`src/rtl/ddr_bseq_pkg.sv`:
```
package ddr_bseq_pkg;
    localparam int MAX_BEATS = 8;
    localparam int CNT_W     = $clog2(MAX_BEATS);
    localparam int LOW_W     = CNT_W;

    localparam logic [2:0] LEN_CODE_4 = 3'b010;
    localparam logic [2:0] LEN_CODE_8 = 3'b011;

    typedef struct packed {
        logic ilv;   // 1: interleaved order
        logic bl8;   // 1: eight beats
    } bmode_t;
endpackage

```
`src/rtl/ddr_bseq_mode.sv`:
```
module ddr_bseq_mode
    import ddr_bseq_pkg::*;
(
    input  logic         clk,
    input  logic         rst_n,
    input  logic         wr,
    input  logic [3:0]   field,
    input  logic         busy,
    output bmode_t       mode,
    output logic         err
);
    typedef struct packed {
        bmode_t mode;
        logic   err;
    } mstate_t;

    mstate_t st_d, st_q;

    always_comb begin
        st_d     = st_q;
        st_d.err = 1'b0;
        if (wr && !busy) begin
            st_d.mode.ilv = field[3];
            unique case (field[2:0])
                LEN_CODE_4: st_d.mode.bl8 = 1'b0;
                LEN_CODE_8: st_d.mode.bl8 = 1'b1;
                default:    st_d.err      = 1'b1;
            endcase
        end
    end

    always_ff @(posedge clk or negedge rst_n) begin
        if (!rst_n) st_q <= '0;
        else        st_q <= st_d;
    end

    assign mode = st_q.mode;
    assign err  = st_q.err;

    // writes during a burst leave the stored mode alone
    p_mode_hold_r4: assert property (@(posedge clk) disable iff (!rst_n)
        (wr && busy) |=> $stable(mode));
    // and raise no error
    p_busy_no_err_r4: assert property (@(posedge clk) disable iff (!rst_n)
        (wr && busy) |=> !err);
endmodule

```
`src/rtl/ddr_bseq_ctrl.sv`:
```
module ddr_bseq_ctrl
    import ddr_bseq_pkg::*;
#(
    parameter int COL_W = 10
) (
    input  logic             clk,
    input  logic             rst_n,
    input  logic             start,
    input  logic [COL_W-1:0] start_col,
    input  bmode_t           mode_in,
    output logic             active,
    output logic [CNT_W-1:0] cnt,
    output bmode_t           bmode,
    output logic [COL_W-1:0] col,
    output logic             last,
    output logic             err
);
    localparam logic [CNT_W-1:0] LAST4 = CNT_W'(3);
    localparam logic [CNT_W-1:0] LAST8 = CNT_W'(7);
    localparam logic [CNT_W-1:0] CUT_A = CNT_W'(3);
    localparam logic [CNT_W-1:0] CUT_B = CNT_W'(5);

    typedef struct packed {
        logic             active;
        logic [CNT_W-1:0] cnt;
        bmode_t           bmode;
        logic [COL_W-1:0] col;
        logic             err;
    } cstate_t;

    cstate_t st_d, st_q;
    logic    is_last, cut_ok, accept;

    always_comb begin
        is_last = st_q.active && (st_q.cnt == (st_q.bmode.bl8 ? LAST8 : LAST4));
        cut_ok  = st_q.active && st_q.bmode.bl8 &&
                  (st_q.cnt == CUT_A || st_q.cnt == CUT_B);
        accept  = start && (!st_q.active || is_last || cut_ok);

        st_d     = st_q;
        st_d.err = start && !accept;
        if (accept) begin
            st_d.active = 1'b1;
            st_d.cnt    = '0;
            st_d.bmode  = mode_in;
            st_d.col    = start_col;
        end else if (st_q.active) begin
            if (is_last) begin
                st_d.active = 1'b0;
                st_d.cnt    = '0;
            end else begin
                st_d.cnt = st_q.cnt + 1'b1;
            end
        end
    end

    always_ff @(posedge clk or negedge rst_n) begin
        if (!rst_n) st_q <= '0;
        else        st_q <= st_d;
    end

    assign active = st_q.active;
    assign cnt    = st_q.cnt;
    assign bmode  = st_q.bmode;
    assign col    = st_q.col;
    assign last   = is_last;
    assign err    = st_q.err;

    // a burst that is not on its last beat keeps running
    p_no_stop_r13: assert property (@(posedge clk) disable iff (!rst_n)
        (st_q.active && !is_last) |=> st_q.active);
    // a refusal can only follow a cycle with a running burst
    p_err_busy_r11: assert property (@(posedge clk) disable iff (!rst_n)
        err |-> $past(st_q.active));
    // a refused start leaves the burst order untouched
    p_refuse_hold_r11: assert property (@(posedge clk) disable iff (!rst_n)
        (start && st_q.active && !is_last && !st_q.bmode.bl8) |=> $stable(st_q.col));
endmodule

```
`src/rtl/ddr_bseq_order.sv`:
```
module ddr_bseq_order
    import ddr_bseq_pkg::*;
#(
    parameter int COL_W = 10
) (
    input  logic             active,
    input  logic [CNT_W-1:0] cnt,
    input  bmode_t           bmode,
    input  logic [COL_W-1:0] col,
    output logic [COL_W-1:0] addr
);
    logic [LOW_W-1:0] low;
    logic             nib;
    logic [1:0]       pos;

    always_comb begin
        nib = col[2] ^ (bmode.bl8 & cnt[2]);
        pos = bmode.ilv ? (col[1:0] ^ cnt[1:0]) : (col[1:0] + cnt[1:0]);
        low = {nib, pos};
    end

    generate
        if (COL_W > LOW_W) begin : g_upper
            assign addr = active ? {col[COL_W-1:LOW_W], low} : '0;
        end else begin : g_low_only
            assign addr = active ? low[COL_W-1:0] : '0;
        end
    endgenerate
endmodule

```
`src/rtl/ddr_bseq_top.sv`:
```
module ddr_bseq_top
    import ddr_bseq_pkg::*;
#(
    parameter int COL_W = 10
) (
    input  logic             clk,
    input  logic             rst_n,
    input  logic             mode_wr,
    input  logic [3:0]       mode_field,
    input  logic             start,
    input  logic [COL_W-1:0] start_col,
    output logic [COL_W-1:0] beat_addr,
    output logic             beat_valid,
    output logic             beat_last,
    output logic             mode_err,
    output logic             seq_err
);
    bmode_t           cur_mode, burst_mode;
    logic             active;
    logic [CNT_W-1:0] cnt;
    logic [COL_W-1:0] col;

    ddr_bseq_mode i_mode (
        .clk   (clk),
        .rst_n (rst_n),
        .wr    (mode_wr),
        .field (mode_field),
        .busy  (active),
        .mode  (cur_mode),
        .err   (mode_err)
    );

    ddr_bseq_ctrl #(.COL_W(COL_W)) i_ctrl (
        .clk       (clk),
        .rst_n     (rst_n),
        .start     (start),
        .start_col (start_col),
        .mode_in   (cur_mode),
        .active    (active),
        .cnt       (cnt),
        .bmode     (burst_mode),
        .col       (col),
        .last      (beat_last),
        .err       (seq_err)
    );

    ddr_bseq_order #(.COL_W(COL_W)) i_order (
        .active (active),
        .cnt    (cnt),
        .bmode  (burst_mode),
        .col    (col),
        .addr   (beat_addr)
    );

    assign beat_valid = active;

    // last only marks a driven beat
    p_last_valid_r9: assert property (@(posedge clk) disable iff (!rst_n)
        beat_last |-> beat_valid);
    // upper column bits hold across a burst that is not restarted
    p_upper_pass_r8: assert property (@(posedge clk) disable iff (!rst_n)
        (beat_valid && !beat_last && !start) |=> $stable(beat_addr[COL_W-1:LOW_W]));
    // a start on the final beat leaves no gap
    p_seamless_r10: assert property (@(posedge clk) disable iff (!rst_n)
        (beat_last && start) |=> beat_valid);
endmodule

```
`config.mk`:
```
export PLATFORM = sky130hd
export DESIGN_NAME = ddr_bseq_top
export DESIGN_NICKNAME = d
export VERILOG_FILES = /design/src/rtl/ddr_bseq_pkg.sv /design/src/rtl/ddr_bseq_mode.sv /design/src/rtl/ddr_bseq_ctrl.sv /design/src/rtl/ddr_bseq_order.sv /design/src/rtl/ddr_bseq_top.sv
export SDC_FILE = /design/constraint.sdc
export NUM_CORES = 1
export LEC_CHECK = 0
export CORE_MARGIN = 8
export CORE_UTILIZATION = 30
export DETAILED_ROUTE_END_ITERATION = 8
export DONT_BUFFER_PORTS = 1
export GPL_ROUTABILITY_DRIVEN = 0
export PLACE_DENSITY_LB_ADDON = 0.1
export SKIP_LAST_GASP = 1
export SYNTH_ARGS = -nofsm -noshare
export SYNTH_HDL_FRONTEND = slang
export SYNTH_SLANG_ARGS = --single-unit
```
`constraint.sdc`:
```
create_clock -name clk -period 1.7 [get_ports clk]
set_input_delay 0.085 -clock clk [delete_from_list [all_inputs] [get_ports clk]]
set_output_delay 0.085 -clock clk [all_outputs]
set_load 0.02 [all_outputs]
```
======== Yosys cells after proc, flatten, opt, wreduce, memory -nomap -nowiden ========
Cells that the tools add are included.
storage, ports and cells
  input bits .............................. 18
  register bits ........................... 20
operators by class
  equality and inequality tests ........... 5
  add/subtract/negate cells ............... 2
  reduce and logical (&&, ||, !) cells .... 15
  bitwise operators ....................... 3
  multiplexer cells ....................... 10
operator list
  kind                   count
  $mux W10               1
  $eq A3 B2 Y1 const B   3
  $mux W4                2
  $logic_and A1 B1 Y1    6
  $mux W3                2
  $reduce_bool A2 Y1     2
  $add A3 B1 Y3 const B  1
  $eq A3 B3 Y1           1
  $eq A3 B3 Y1 const B   1
  $logic_or A1 B1 Y1     3
  $mux W1                3
  $add A2 B2 Y2          1
  $logic_not A1 Y1       2
  $mux W2                1
  $pmux W1 S2            1
  $reduce_and A2 Y1      1
  $reduce_or A2 Y1       1
  $xor A2 B2 Y2          1
  $and A1 B1 Y1          1
  $xor A1 B1 Y1          1

======== Logic depth before layout (Yosys ltp) ========
  depth in word-level cells ............... 8
  gate-level depth with buffers ........... 7

======== Hierarchy ========
From an unflattened synthesis, not the netlist that was laid out.
unflattened totals
  cell total of the unflattened synthesis .. 84
  area total of the unflattened synthesis .. 1032.2 µm²
modules (own cells, without submodules)
  module          cells an instance  times used  area each (µm²)  sequential area each (µm²)
  ddr_bseq_ctrl   59                 1           790.8            425.4
  ddr_bseq_mode   9                  1           130.1            75.1
  ddr_bseq_order  16                 1           111.4            0.0

======== Worst setup path before layout ========
Ideal clock, no wire load.
  path type ............................... register -> register
  from .................................... register i_ctrl.st_q (netlist bit i_ctrl.cnt[2])
  to ...................................... register i_ctrl.st_q (netlist bit i_ctrl.col[0])
  path buffers ............................ 1
  clock period less this slack ............ 1.698 ns
  required time ........................... 1.575 ns
  library setup time ...................... 0.125 ns
  setup slack ............................. 0.002 ns
  arrival ................................. 1.573 ns
  stages on the path, launching flop included .. 6
  cells stage by stage .................... dfrtp_1 -> ha_1 -> o21ai_2 -> a31oi_4 -> buf_6 -> mux2_4
on the way
  longest elaborated chain between the ends .. 5
  elaborated cells on any way between the ends .. 9
  those cells by class .................... 3 x eq/ne; 6 x reduce/logical
RTL lines
  what                                                       RTL line                                  RTL
  start, declared                                            ddr_bseq_ctrl.sv:31                       cstate_t st_d, st_q;
  start signal, assigned                                     ddr_bseq_ctrl.sv:59                       else st_q <= st_d;
  $eq A3 B3 Y1 (tied with other cells)                       ddr_bseq_ctrl.sv:35                       is_last = st_q.active && (st_q.cnt == (st_q.bmode.bl8 ? LAST8 : LAST4));
  $logic_and A1 B1 Y1 or $logic_or A1 B1 Y1 (tied branches)  ddr_bseq_ctrl.sv:35, ddr_bseq_ctrl.sv:37
  $logic_or A1 B1 Y1 or $logic_and A1 B1 Y1 (tied branches)  ddr_bseq_ctrl.sv:38, ddr_bseq_ctrl.sv:36
  $logic_or A1 B1 Y1 (*)                                     ddr_bseq_ctrl.sv:38                       accept = start && (!st_q.active || is_last || cut_ok);
  $logic_and A1 B1 Y1 (*)                                    ddr_bseq_ctrl.sv:38
Every way passes the cells marked *; elsewhere a longest branch is shown, timed or not.
A chain may end at the register's enable or synchronous reset.

======== Worst setup path in the final report ========
  from .................................... register i_ctrl.st_q (netlist bit i_ctrl.cnt[2])
  to ...................................... register i_ctrl.st_q (netlist bit i_ctrl.col[8])
The elaborated chain is that of the path after synthesis.

==> summary.txt <==
Comb power frac: 0.575
Yosys warning total: 0
Residual DRC: 0
worst reg-to-reg path cell count: 5
final wirelength: 2320 um
Setup TNS: 0 ns
clock skew: 0.0132 ns
final hold violations: 0
pwr dens: 1910 nW/um2
sw power: 1050 uW
Reg clk slew, reported paths: 0.12 ns
chip height: 74.5 um
Final #Nets: 138
Clock Path Buffers: 2
CTS Sinks: 20
Syn Area/Cell: 12.4 um2
GRT Total Usage: 0.0868
Initial Utilization: 0.310
Net Sw Frac: 0.397
Worst Tran Pin Value: 0.934 ns
H-Tree Level Count: 1
slowest CP cell: dfrtp_1
wire per inst: 14.4 um
hpwl dp: 1700 um
global-route wire length before repair: 3670 um
RSZ-0062 raised after global routing: yes
Clock Tree Root: clkbuf_4
CP Capture Type: flip-flop
Worst EP arrival: 1.84 ns
fin crit period: 1.65 ns
# setup viols final: 0
vias in the first global route: 760
IO Port Bufs: 0
leak pwr: 0.000635 uW
Worst setup SP type: flip-flop
Non-Filler Cell Area, Final: 1380 um2
max-slew violations: 0
vias: 729
Post-DP Area: 1160 um2
r2r setup slk: 0.05 ns
DIE AREA: 5550 um2
Post-Syn Instances: 83
crit path launch: i_ctrl.cnt[2]
Post-synth EDFFs: 0
total grt overflow: 0
Required @ worst endpoint: 1.89 ns
Worst VDD drop: 794 uV
number of I/O pins: 32
largest net degree at the start of global routing: 21
Clk pwr share: 0.106
antenna-violating nets left: 0
critical path peak fanout: 4
CTS Buf Count: 3
syn nets: 105
area of the core: 3310 um2
die width: 74.5 um
Max-slew headroom: 0.375
Min-Delay Path Class: input pin to flip-flop
Max Freq: 0.605 GHz
status: finished clean
initial antenna violation count: 0
Mapped Area: 1030 um2
antenna cells: 0
DR pass1 iterations: 4
layout cells sized above 1: 0.330
Internal Dissipation: 1590 uW
register area share after synthesis: 0.488
iteration-0 DRC count of the detailed router: 35
CP Class: flip-flop to flip-flop
final worst-path cycle share: 0.972
Worst-Skew Late Latency: 0.31 ns
sequential share of power: 0.319
final core utilization: 0.416
post-synth cell types: 27
worst r2r dst: i_ctrl.col[8]
Synth-to-Final Area Change: 34.3%
CP endpoint: i_ctrl.col[8]
Synth Flop Type: dfrtp_1
TritonCTS clock tree: built
MaxCap Viol Count: 0
max incr delay on CP: 0.41 ns
filler cell count: 336
Seq cells post-synth: 20
RR Startpoint: i_ctrl.cnt[2]
FP Rows: 21
fraction of registers with async set/reset: 1.00
worst path cell trace: ha_1 -> o21ai_2 -> a31oi_4 -> buf_4 -> mux2_2
vias per cell: 4.53
==> power groups by stage <==
stage               clock (uW)  combinational [uW]  sequential (uW)
floorplan                    0                1070              842
finish                     279                1510              841
detailed placement           0                1450              852
CTS                        302                1500              846
global route               306                1660              866
global placement             0                1450              849
==> per-layer routing <==
metal | vias to the layer above | part of all wire | track usage
met3 | 3 | 0.047 | 0.0337
li1 | 349 | - | -
met4 | 0 | 0.0052 | 0.0196
met1 | 359 | 0.44 | 0.102
met5 | - | 0 | 0
met2 | 18 | 0.50 | 0.144
==> how the worst min path moves through the flow <==
stage / from / endpoint / slack [ns] / cells after the start
2_1_floorplan: rst_n / i_ctrl.active / -0.21 / 0
3_3_place_gp: rst_n / i_ctrl.cnt[2] / -0.21 / 0
3_5_place_dp: rst_n / i_ctrl.cnt[2] / -0.21 / 0
4_1_cts: start / i_ctrl.cnt[1] / 0.02 / 2
5_1_grt: mode_field[2] / i_mode.mode[0] / 0.03 / 2
6_report: start / i_ctrl.cnt[2] / 0.04 / 2
==> registers in the layout, indices dropped and copies added, names as in the netlist <==
| name | cells |
|---|---|
| i_ctrl.active | 1 |
| i_ctrl.bmode | 2 |
| i_ctrl.cnt | 3 |
| i_ctrl.col | 10 |
| i_ctrl.err | 1 |
| i_mode.err | 1 |
| i_mode.mode | 2 |
==> layout make-up <==
cell class / instances / area [um2] / area share
Sequential cell: 20 / 500 / 0.363
Timing Repair Buffer: 30 / 265 / 0.193
Clock buffer: 4 / 36.3 / 0.0263
Tap cell: 46 / 57.6 / 0.0418
Inverter: 6 / 22.5 / 0.0163
Multi-Input combinational cell: 55 / 495 / 0.360
==> kinds of logic after synthesis <==
family          synth area share
simple gates               0.129
flops                      0.488
mux                        0.183
compound gates            0.0890
buf+inv                   0.0366
fa+ha+maj                 0.0488
xor+xnor                  0.0256
==> critical path: cells and delay by family (launching register included) <==
kind | cells | cell delay [ns]
buf+inv | 1 | 0.17
fa+ha+maj | 1 | 0.31
flops | 1 | 0.41
compound gates | 2 | 0.31
mux | 1 | 0.33
==> synth_stat cells, types with 2 or more instances <==
library cell / number / area, um2
a32o_1: 2 / 20.0
and2_1: 8 / 50.1
dfrtp_1: 20 / 500
ha_1: 4 / 50.1
inv_1: 6 / 22.5
mux2_2: 6 / 67.6
mux2_4: 8 / 120
nand2_1: 5 / 18.8
nor2_1: 4 / 15.0
o21ai_0: 2 / 10.0
xnor2_1: 2 / 17.5
==> cell usage in the layout (no fill, tap or decap) <==
master	netlist	final
nand2b_1	1	1
nand3_1	1	1
xor2_1	1	1
nor2_1	4	4
dlygate4sd3_1	0	16
ha_2	0	1
clkbuf_8	0	1
a21oi_1	1	1
and4_1	1	1
nor3_2	0	1
a21boi_2	1	1
and2_1	8	8
o21ai_2	1	1
clkbuf_4	0	3
a32o_1	2	2
inv_1	6	6
nand2_1	5	5
mux2_4	8	8
mux2_2	6	6
dfrtp_1	20	20
nand3_2	1	1
a22o_1	1	1
nor3b_1	1	1
nor2b_1	1	1
xnor2_1	2	2
buf_4	0	14
o22ai_1	1	1
a31oi_4	1	1
ha_1	4	3
o21ai_0	2	2
==> stage by stage <==
stage | power, uW | setup slack, ns | instances | hold slack, ns
6_report | 2630 | 0.0479 | 161 | 0.0377
5_1_grt | 2830 | -0.0128 | 161 | 0.0257
4_1_cts | 2640 | 0.0168 | 159 | 0.0191
3_5_place_dp | 2300 | 0.0656 | 139 | -0.210
3_3_place_gp | 2300 | 0.0835 | 139 | -0.210
2_1_floorplan | 1910 | 0.00224 | 83 | -0.211
==> what timing repair did <==
action,CTS,global route
gates resized for setup,0,2
setup endpoints to repair,0,7
hold endpoints to repair,35,0
buffers inserted,0,2
hold buffers,16,0
No activity file was read; power rests on OpenSTA's default activity.
